<file path="src/rtl/regwin_pkg.sv">
package regwin_pkg;

    typedef enum logic [1:0] {
        GRP_NONE = 2'd0,
        GRP_FULL = 2'd1,
        GRP_LANE = 2'd2
    } grp_kind_e;

    typedef struct packed {
        logic [11:0] lo;
        logic [11:0] hi;
        grp_kind_e   kind;
    } grp_range_t;

    localparam int NUM_GRP = 8;
    localparam int LANES   = 4;

    // range table of register groups, non-overlapping
    function automatic grp_range_t grp_entry(input int idx);
        grp_range_t e;
        case (idx)
            0:       e = '{lo: 12'h000, hi: 12'h0FF, kind: GRP_FULL};
            1:       e = '{lo: 12'h100, hi: 12'h3FF, kind: GRP_FULL};
            2:       e = '{lo: 12'h400, hi: 12'h7FF, kind: GRP_FULL};
            3:       e = '{lo: 12'h800, hi: 12'h9FF, kind: GRP_FULL};
            4:       e = '{lo: 12'hA00, hi: 12'hBFF, kind: GRP_FULL};
            5:       e = '{lo: 12'hC00, hi: 12'hCFF, kind: GRP_LANE};
            6:       e = '{lo: 12'hD00, hi: 12'hDFF, kind: GRP_FULL};
            default: e = '{lo: 12'hE00, hi: 12'hEFF, kind: GRP_LANE};
        endcase
        return e;
    endfunction

    // active-high lane mask derived from group policy and active-low enables
    function automatic logic [LANES-1:0] lane_mask(input grp_kind_e kind,
                                                   input logic [LANES-1:0] be_n);
        logic [LANES-1:0] m;
        case (kind)
            GRP_FULL: m = (&be_n) ? '0 : '1;
            GRP_LANE: m = ~be_n;
            default:  m = '0;
        endcase
        return m;
    endfunction

    function automatic logic [8*LANES-1:0] merge_lanes(input logic [8*LANES-1:0] old_v,
                                                       input logic [8*LANES-1:0] new_v,
                                                       input logic [LANES-1:0]   mask);
        logic [8*LANES-1:0] r;
        for (int i = 0; i < LANES; i++)
            r[8*i +: 8] = mask[i] ? new_v[8*i +: 8] : old_v[8*i +: 8];
        return r;
    endfunction

endpackage

</file>
<file path="src/rtl/regwin_group_lookup.sv">
module regwin_group_lookup
    import regwin_pkg::*;
#(
    parameter int OFF_W = 21
) (
    input  logic [OFF_W-1:0] offset,
    output grp_kind_e        kind
);
    localparam int TBL_W = 12;

    logic              high_zero;
    logic [NUM_GRP-1:0] match;

    assign high_zero = (offset[OFF_W-1:TBL_W] == '0);

    for (genvar g = 0; g < NUM_GRP; g++) begin : g_rng
        localparam grp_range_t ENT = grp_entry(g);
        assign match[g] = high_zero &&
                          (offset[TBL_W-1:0] >= ENT.lo) &&
                          (offset[TBL_W-1:0] <= ENT.hi);
    end

    always_comb begin
        kind = GRP_NONE;
        for (int g = 0; g < NUM_GRP; g++)
            if (match[g]) kind = grp_entry(g).kind;
    end

endmodule

</file>
<file path="src/rtl/regwin_local_regs.sv">
module regwin_local_regs
    import regwin_pkg::*;
#(
    parameter int             BASE_W     = 15,
    parameter int             CFG_W      = 8,
    parameter logic [BASE_W-1:0] BASE_RESET = 15'h0A0
) (
    input  logic                 clk,
    input  logic                 rst,
    input  logic                 base_we,
    input  logic                 cfga_we,
    input  logic [8*LANES-1:0]   wdata,
    input  logic [LANES-1:0]     mask,
    output logic [BASE_W-1:0]    base_q,
    output logic [CFG_W-1:0]     cfga_q
);
    localparam int DW = 8 * LANES;

    logic [DW-1:0] base_ext, cfga_ext, base_new, cfga_new;

    assign base_ext = DW'(base_q);
    assign cfga_ext = DW'(cfga_q);
    assign base_new = merge_lanes(base_ext, wdata, mask);
    assign cfga_new = merge_lanes(cfga_ext, wdata, mask);

    always_ff @(posedge clk) begin
        if (rst) begin
            base_q <= BASE_RESET;
            cfga_q <= '0;
        end else begin
            if (base_we) base_q <= base_new[BASE_W-1:0];
            if (cfga_we) cfga_q <= {cfga_new[CFG_W-1:2], 2'b00};
        end
    end


    cfga_align_chk: assert property (@(posedge clk) disable iff (rst)
        cfga_q[1:0] == 2'b00);

endmodule

</file>
<file path="src/rtl/regwin_decoder.sv">
module regwin_decoder
    import regwin_pkg::*;
#(
    parameter int                ADDR_W     = 36,
    parameter int                WIN_LSB    = 21,
    parameter int                CFG_W      = 8,
    parameter logic [ADDR_W-WIN_LSB-1:0] BASE_RESET = 15'h0A0,
    parameter logic [WIN_LSB-1:0] BASE_OFF  = 21'h068,
    parameter logic [WIN_LSB-1:0] CFGA_OFF  = 21'hCF8,
    parameter logic [WIN_LSB-1:0] CFGD_OFF  = 21'hCFC
) (
    input  logic                 clk,
    input  logic                 rst,
    input  logic                 req_valid,
    input  logic [ADDR_W-1:0]    req_addr,
    input  logic [31:0]          req_wdata,
    input  logic [3:0]           req_be_n,
    input  logic                 req_write,
    input  logic                 req_src,
    output logic                 rd_valid,
    output logic [31:0]          rd_data,
    output logic                 rf_sel,
    output logic                 rf_write,
    output logic                 rf_cfg,
    output logic [WIN_LSB-3:0]   rf_offset,
    output logic [31:0]          rf_wdata,
    output logic [3:0]           rf_byte_en,
    output logic                 rf_src,
    input  logic [31:0]          rf_rdata
);
    localparam int BASE_W = ADDR_W - WIN_LSB;
    localparam int DW_W   = WIN_LSB - 2;

    logic [BASE_W-1:0]  base_q;
    logic [CFG_W-1:0]   cfga_q;
    logic [WIN_LSB-1:0] off_dw;
    grp_kind_e          kind;
    logic               hit, is_base, is_cfga, is_cfgd, any_lane;
    logic [3:0]         mask;
    logic [31:0]        rd_mux;

    assign hit     = req_valid && (req_addr[ADDR_W-1:WIN_LSB] == base_q);
    assign off_dw  = {req_addr[WIN_LSB-1:2], 2'b00};
    assign is_base = (off_dw == BASE_OFF);
    assign is_cfga = (off_dw == CFGA_OFF);
    assign is_cfgd = (off_dw == CFGD_OFF);

    regwin_group_lookup #(.OFF_W(WIN_LSB)) u_lookup (
        .offset (off_dw),
        .kind   (kind)
    );

    assign mask     = lane_mask(kind, req_be_n);
    assign any_lane = (mask != '0);

    regwin_local_regs #(
        .BASE_W     (BASE_W),
        .CFG_W      (CFG_W),
        .BASE_RESET (BASE_RESET)
    ) u_local (
        .clk     (clk),
        .rst     (rst),
        .base_we (hit && req_write && is_base && any_lane),
        .cfga_we (hit && req_write && is_cfga && any_lane),
        .wdata   (req_wdata),
        .mask    (mask),
        .base_q  (base_q),
        .cfga_q  (cfga_q)
    );

    // side port
    assign rf_sel     = hit && (kind != GRP_NONE) && !is_base && !is_cfga &&
                        (!req_write || any_lane);
    assign rf_write   = req_write;
    assign rf_cfg     = is_cfgd;
    assign rf_offset  = is_cfgd ? DW_W'(cfga_q[CFG_W-1:2]) : req_addr[WIN_LSB-1:2];
    assign rf_wdata   = req_wdata;
    assign rf_byte_en = mask;
    assign rf_src     = req_src;

    always_comb begin
        if (is_base)               rd_mux = 32'(base_q);
        else if (is_cfga)          rd_mux = 32'(cfga_q);
        else if (kind == GRP_NONE) rd_mux = '0;
        else                       rd_mux = rf_rdata;
    end

    always_ff @(posedge clk) begin
        if (rst) begin
            rd_valid <= 1'b0;
            rd_data  <= '0;
        end else begin
            rd_valid <= hit && !req_write;
            if (hit && !req_write) rd_data <= rd_mux;
        end
    end


    miss_quiet_chk: assert property (@(posedge clk) disable iff (rst)
        (req_valid && (req_addr[ADDR_W-1:WIN_LSB] != base_q)) |-> !rf_sel);

    base_move_chk: assert property (@(posedge clk) disable iff (rst)
        (base_q != $past(base_q)) |-> $past(hit && req_write && is_base));

    empty_write_chk: assert property (@(posedge clk) disable iff (rst)
        (req_valid && req_write && req_be_n == 4'hF) |=> ($stable(base_q) && $stable(cfga_q)));

    full_word_chk: assert property (@(posedge clk) disable iff (rst)
        (rf_sel && rf_write && kind == GRP_FULL) |-> rf_byte_en == 4'hF);

    rd_pulse_chk: assert property (@(posedge clk) disable iff (rst)
        (req_valid && !req_write && hit) |=> rd_valid);

    rd_idle_chk: assert property (@(posedge clk) disable iff (rst)
        !(req_valid && !req_write && hit) |=> !rd_valid);

endmodule

</file>
<file path="config.mk">
export PLATFORM = sky130hd
export DESIGN_NAME = regwin_decoder
export DESIGN_NICKNAME = d
export VERILOG_FILES = /design/src/rtl/regwin_pkg.sv /design/src/rtl/regwin_group_lookup.sv /design/src/rtl/regwin_local_regs.sv /design/src/rtl/regwin_decoder.sv
export SDC_FILE = /design/constraint.sdc
export NUM_CORES = 1
export LEC_CHECK = 0
export ABC_AREA = 1
export BUFFER_PORTS_ARGS = -buffer_cell sky130_fd_sc_hd__buf_2
export CORE_MARGIN = 1
export CORE_UTILIZATION = 45
export DETAILED_ROUTE_END_ITERATION = 6
export MAX_ROUTING_LAYER = met4
export PLACE_DENSITY = 0.87
export SLEW_MARGIN = 30
export SYNTH_ARGS = -nofsm -noshare
export SYNTH_HDL_FRONTEND = slang
export SYNTH_SLANG_ARGS = --single-unit
</file>
<file path="constraint.sdc">
create_clock -name clk -period 2.5 [get_ports clk]
set_input_delay 0.25 -clock clk [delete_from_list [all_inputs] [get_ports clk]]
set_output_delay 0.25 -clock clk [all_outputs]
set_load 0.01 [all_outputs]
</file>
==> reports/metrics.yaml, run 1 <==
outcome: "completed"
routed_via_density: 4.877
cts_root_buffer: "clkbuf_8"
cts_buffer_depth: 2
grt_start_max_net_pins: 29
power.density_nw_per_um2: 366.1
fp.dieW_um: 91.11
yosys_warnings: 0
postSynthAreaPerCell_um2: 5.996
hpwl_um: 7778
p_leak_uw: 0.002339
dp_cells: 807
coreArea_um2: 7687
clock_latency_ns: 0.32
htreeDepth: 2
critPathSlowestCell: "ha_1"
post-route-period-util: 0.9284
whs_path_depth: 3
track_usage: 0.2419
start_util: 0.4648
reg2reg_depth: 9
grt_pass1_vias: 3654
ys_seq_area_frac: 0.3025
antenna_found_initial: 0
worstMarginPinSlew_ns: 0.7959
floorplan.rows: 32
wl_um: 9795
fin_util: 0.5586
area_growth_pct: 20.17
ys_ff_latch: 54
antenna_left: 0
crit_chain: "buf_2 -> nor2_1 -> nand2_1 -> nor2_2 -> inv_1 -> nor2_1 -> nand4_1 -> nand2_2 -> inv_1 -> ha_1 -> inv_2 -> nand2_1 -> nand2_1 -> nor2_4 -> a211oi_1 -> buf_2"
fin_cells: 814
cts_buffers: 5
cts_tree: "built"
drtIter0Drc: 182
drv_cap: 0
hold_viol: 0
ir_drop_mv: 0.2223
postCtsSetupRepairBufs: 0
clock_sinks: 54
slew_violations: 0
fin_skew_ns: 0.005224
syn_inst: 596
syn_nets: 708
clkTransAtPathRegs_ns: 0.10
fp.dieArea_um2: 8301
power.total_uw: 1572
die_h_um: 91.11
port_buffers: 162
drcViolationCount: 0
hp-class: "in -> reg"
grt_pass1_wl_um: 15900
fill_cells: 802
rsz0062_at_grt: "no"
grt-ovfl-total: 0
vias: 3970
synth.distinct_cells: 25
path_class: "in -> out"
gp_congestion: 0.9411
final_nets: 824
syn_area_um2: 3573
wl_per_cell_um: 12.03
diodes: 0
maxSlewHeadroom: 0.4661
setup_viol: 0
cpMostUsedCell: "nand2_1"
cp-start-kind: "input pin"
firstDrtPassIters: 5
design_area_um2: 4294
drive_above_1_share: 0.3006
worst_ep_required_time_ns: 2.25
cpPeakStageDelay_ns: 0.28
hold_buffers: 0
fmaxAchievable_ghz: 0.4308
ctsResizeCount: 0
placedInstanceArea_um2: 4195
cp.arrival_ns: 2.07
ioPinCount: 201
cp-end-kind: "output port"
crit_path_max_fanout: 4
period_needed_ns: 2.321
## where the power goes
| group | total [µW] | internal (µW) | leakage (µW) | switching (µW) |
|---|---|---|---|---|
| Combinational | 219 | 93.2 | 0.00187 | 126 |
| Sequential | 859 | 859 | 0.000435 | 0.000910 |
| Clock | 494 | 192 | 0.0000362 | 302 |
| Total | 1570 | 1140 | 0.00234 | 427 |
## metrics by stage
step,hold slack (ns),setup slack [ns],setup TNS (ns)
global placement,0.4467,0.04969,0
floorplan,0.3849,0.3575,0
global route,0.1592,0.01006,0
detailed placement,0.4503,-0.01117,-0.05482
finish,0.1654,0.1790,0
CTS,0.1676,0.1025,0
## per-layer routing
metal	wire (µm)	global-route usage	up-vias
li1	-	-	2033
met1	4356	0.2855	1749
met2	4670	0.4154	161
met3	555	0.04858	27
met4	213	0.07143	0
met5	0	-	-
## flip-flops by register name (all words and copies together) (netlist names)
name            flops
u_local.base_q     15
rd_data            32
rd_valid            1
u_local.cfga_q      6
## Yosys cell counts (all sizes together)
| library cell | n | area, µm² |
|---|---|---|
| buf | 43 | 317.8 |
| ha | 3 | 37.54 |
| nor3 | 6 | 40.04 |
| nor2 | 108 | 460.4 |
| nand2 | 178 | 683.2 |
| nand4 | 10 | 62.56 |
| clkinv | 2 | 7.510 |
| nand3 | 45 | 247.7 |
| o21ai | 21 | 108.9 |
| clkbuf | 17 | 63.81 |
| nor3b | 2 | 15.01 |
| a21oi | 34 | 170.2 |
| dfxtp | 54 | 1081 |
| inv | 72 | 270.3 |
| a211oi | 1 | 7.510 |
## critical path, delay by kind of cell
kind	cells	cell delay [ns]
AOI/OAI and AO/OA	1	0.18
buffers and inverters	5	0.47
and+or+nand+nor	9	0.89
adders and majority gates	1	0.28
## placed cells by master, fill, tap and decap left out, types with 2 or more instances in the layout
| cell type | instances |
|---|---|
| nor3_2 | 2 |
| nand2_2 | 7 |
| clkbuf_8 | 5 |
| nor2_4 | 7 |
| clkinv_1 | 2 |
| clkinvlp_4 | 2 |
| inv_1 | 60 |
| nor2_1 | 96 |
| o21ai_0 | 20 |
| nor2_2 | 5 |
| nor3b_1 | 2 |
| nand4_1 | 10 |
| nand3_2 | 2 |
| dfxtp_1 | 54 |
| inv_2 | 12 |
| buf_4 | 6 |
| nand2_1 | 171 |
| buf_2 | 162 |
| nor3_1 | 4 |
| ha_1 | 2 |
| a21oi_1 | 34 |
| nand3_1 | 42 |
## logic make-up (layout without fill, tap and decap cells)
group / count (synthesis) / after routing / synth area share
buf+inv: 134 / 250 / 0.1845
simple gates: 349 / 349 / 0.4223
compound gates: 56 / 56 / 0.08018
flops: 54 / 54 / 0.3025
fa+ha+maj: 3 / 3 / 0.01051
## layout make-up
type | count | area, µm² | share of cell area
multi-input cells | 408 | 1848 | 0.4304
inverters | 74 | 277.8 | 0.06469
clock buffers | 5 | 68.82 | 0.01603
clock inverters | 2 | 15.01 | 0.003497
well taps | 102 | 127.6 | 0.02972
flip-flops and latches | 54 | 1081 | 0.2517
repair buffers | 169 | 875.8 | 0.2040
## final timing paths
check	slack, ns	end	start
setup / recovery	0.18	rf_sel	req_addr[20]
hold reg to reg	0.46	rd_data[23]	rd_data[23]
setup reg to reg	0.48	rd_data[0]	u_local.base_q[2]
hold / removal	0.17	u_local.base_q[9]	req_wdata[9]
(Power assumes the default switching activity.)
==> run 2, diff against run 1 <==
CORE_UTILIZATION = 35   (was 45)
MAX_ROUTING_LAYER = unset   (was met4)
PLACE_DENSITY = 0.72   (was 0.87)
SETUP_SLACK_MARGIN = 0.15   (was unset)
==> run 2 against run 1 <==
Effect of this change: clock-buffer cell count stayed put; largest power group unchanged; critical endpoint unchanged; sequential power hardly changed; global-route usage fell by 5.9 points; highest routed layer unchanged; total power is 2.4% higher.
==> reports/metrics.yaml, run 2 (synthesis gave the netlist of run 1 again) <==
firstDrtPassIters: 4  # was 5
htreeDepth: 2  # unchanged
wl_met3_um: 605  # was 555 µm
grt_pass1_wl_um: 15200  # was 15900 µm
cts_buffer_depth: 2  # unchanged
clock_sinks: 54  # unchanged
period_needed_ns: 2.240  # was 2.321 ns
vias: 3825  # was 3970
grt-ovfl-total: 0  # unchanged
finalSetupTns_ns: 0  # unchanged
place_ws_ns: -0.02084  # was -0.01117 ns
drtIter0Drc: 129  # was 182
fp.dieArea_um2: 10620  # was 8301 µm²
port_buffers: 162  # unchanged
cts_tree: "built"  # unchanged
fp.dieW_um: 103.0  # was 91.11 µm
outcome: "completed"  # unchanged
routed-wl-met2_um: 4507  # was 4670 µm
slew_violations: 0  # unchanged
power.density_nw_per_um2: 363.3  # was 366.1 nW/µm²
rsz0062_at_grt: "no"  # unchanged
cp-end-kind: "output port"  # unchanged
cts_root_buffer: "clkbuf_8"  # unchanged
ir_drop_mv: 0.2184  # was 0.2223 mV
largest_reg_flops: 32  # unchanged
fin_cells: 851  # was 814
fin_ws_ns: 0.2600  # was 0.1790 ns
ioPinCount: 201  # unchanged
final_common_cell: "nand2_1"  # unchanged
worst_ep_required_time_ns: 2.25  # about the same
cts_buffers: 5  # unchanged
dp_cells: 842  # was 807
worstMarginPinSlew_ns: 0.5503  # was 0.7959 ns
drcViolationCount: 0  # unchanged
crit_path_max_fanout: 4  # unchanged
clkTransAtPathRegs_ns: 0.11  # was 0.10 ns
drive_above_1_share: 0.3162  # was 0.3006
cp-start-kind: "input pin"  # unchanged
clock_latency_ns: 0.32  # about the same
final_cell_mix: "nand2_1 (169), buf_2 (162), nor2_1 (95)"  # was nand2_1 (171), buf_2 (162), nor2_1 (96)
grt_pass1_vias: 3390  # was 3654
drv_cap: 0  # unchanged
antenna_left: 0  # unchanged
power.total_uw: 1610  # was 1572 µW
wl_met1_um: 4714  # was 4356 µm
hold_buffers: 0  # unchanged
path_class: "in -> out"  # unchanged
regMostFlops: "rd_data"  # unchanged
gp_congestion: 0.9300  # was 0.9411
hold_viol: 0  # unchanged
track_usage: 0.1829  # was 0.2419
final_nets: 829  # was 824
antenna_found_initial: 0  # unchanged
cp.arrival_ns: 1.99  # was 2.07 ns
area_growth_pct: 24.02  # was 20.17%
hpwl_um: 7919  # was 7778 µm
reg2reg_depth: 9  # unchanged
coreArea_um2: 9819  # was 7687 µm²
routed_via_density: 4.495  # was 4.877
grt_start_max_net_pins: 29  # unchanged
setup_viol: 0  # unchanged
top_layer_used: "met4"  # unchanged
p_leak_uw: 0.002380  # was 0.002339 µW
hp-class: "in -> reg"  # unchanged
fmaxAchievable_ghz: 0.4464  # was 0.4308 GHz
post-route-period-util: 0.8960  # was 0.9284
floorplan.rows: 36  # was 32
largestRegisters: "rd_data x32, u_local.base_q x15, u_local.cfga_q x6"  # unchanged
diodes: 0  # unchanged
wl_per_cell_um: 11.65  # was 12.03 µm
wl_um: 9911  # was 9795 µm
maxSlewHeadroom: 0.6318  # was 0.4661
die_h_um: 103.0  # was 91.11 µm
start_util: 0.3639  # was 0.4648
fin_skew_ns: 0.01502  # was 0.005224 ns
whs_path_depth: 3  # unchanged
## run 2: changes by cell type in the layout (fill, tap and decap cells not counted), moves of 2 or more
| cell | previous run | this run |
|---|---|---|
| inv_2 | 12 | 14 |
| nand2_1 | 171 | 169 |
| inv_1 | 60 | 58 |
| ha_4 | 0 | 2 |
| nand2_2 | 7 | 9 |
| clkinv_4 | 0 | 2 |
| clkinvlp_4 | 2 | 0 |
| buf_4 | 6 | 11 |
## run 2: final timing paths
path                            from  slack (ns)                 end
hold / removal         req_wdata[10]        0.16  u_local.base_q[10]
setup / recovery        req_addr[20]        0.26              rf_sel
setup reg to reg  u_local.base_q[14]        0.50          rd_data[1]
hold reg to reg          rd_data[20]        0.46         rd_data[20]
## run 2: repair_timing
item,CTS,global route
resized for setup,1,15
pin swaps,1,6
endpoints found under the setup margin,1,2
buffers inserted,0,1
## run 2: per-stage QoR
step / hold WS, ns / util / instance area (µm²)
4_1_cts: 0.1621 / 0.4444 / 4364
3_3_place_gp: 0.4482 / 0.4343 / 4264
3_5_place_dp: 0.4513 / 0.4343 / 4264
2_1_floorplan: 0.3849 / - / 3573
6_report: 0.1625 / 0.4513 / 4432
5_1_grt: 0.1781 / 0.4513 / 4432
## run 2: power breakdown
group / switching, µW / internal [µW] / leakage [µW]
Clock: 322 / 209 / 0.0000502
Sequential: 0.000774 / 860 / 0.000435
Combinational: 125 / 95.0 / 0.00189
## run 2: final cells by class
cell class / count / area [µm²]
clock buffers: 5 / 68.82
flip-flops and latches: 54 / 1081
multi-input cells: 408 / 1896
inverters: 74 / 277.8
clock inverters: 3 / 28.78
repair buffers: 174 / 913.4
well taps: 133 / 166.4
fillers: 1099 / 5388
## run 2: worst max-delay path, cell delays in order
cell and delay (ns):
buf_2 0.10, nor2_1 0.09, nand2_1 0.10, nor2_2 0.13, inv_1 0.06, nor2_2 0.10
nand4_1 0.11, nand2_2 0.13, inv_2 0.06, ha_4 0.21, inv_2 0.07, nand2_1 0.09
nand2_2 0.09, nor2_4 0.04, a211oi_2 0.18, buf_2 0.17
## run 2: layer usage
layer	track usage	vias to the layer above
li1	-	2039
met1	0.2363	1673
met2	0.3200	102
met3	0.03119	11
met4	0.03575	0
met5	0	-
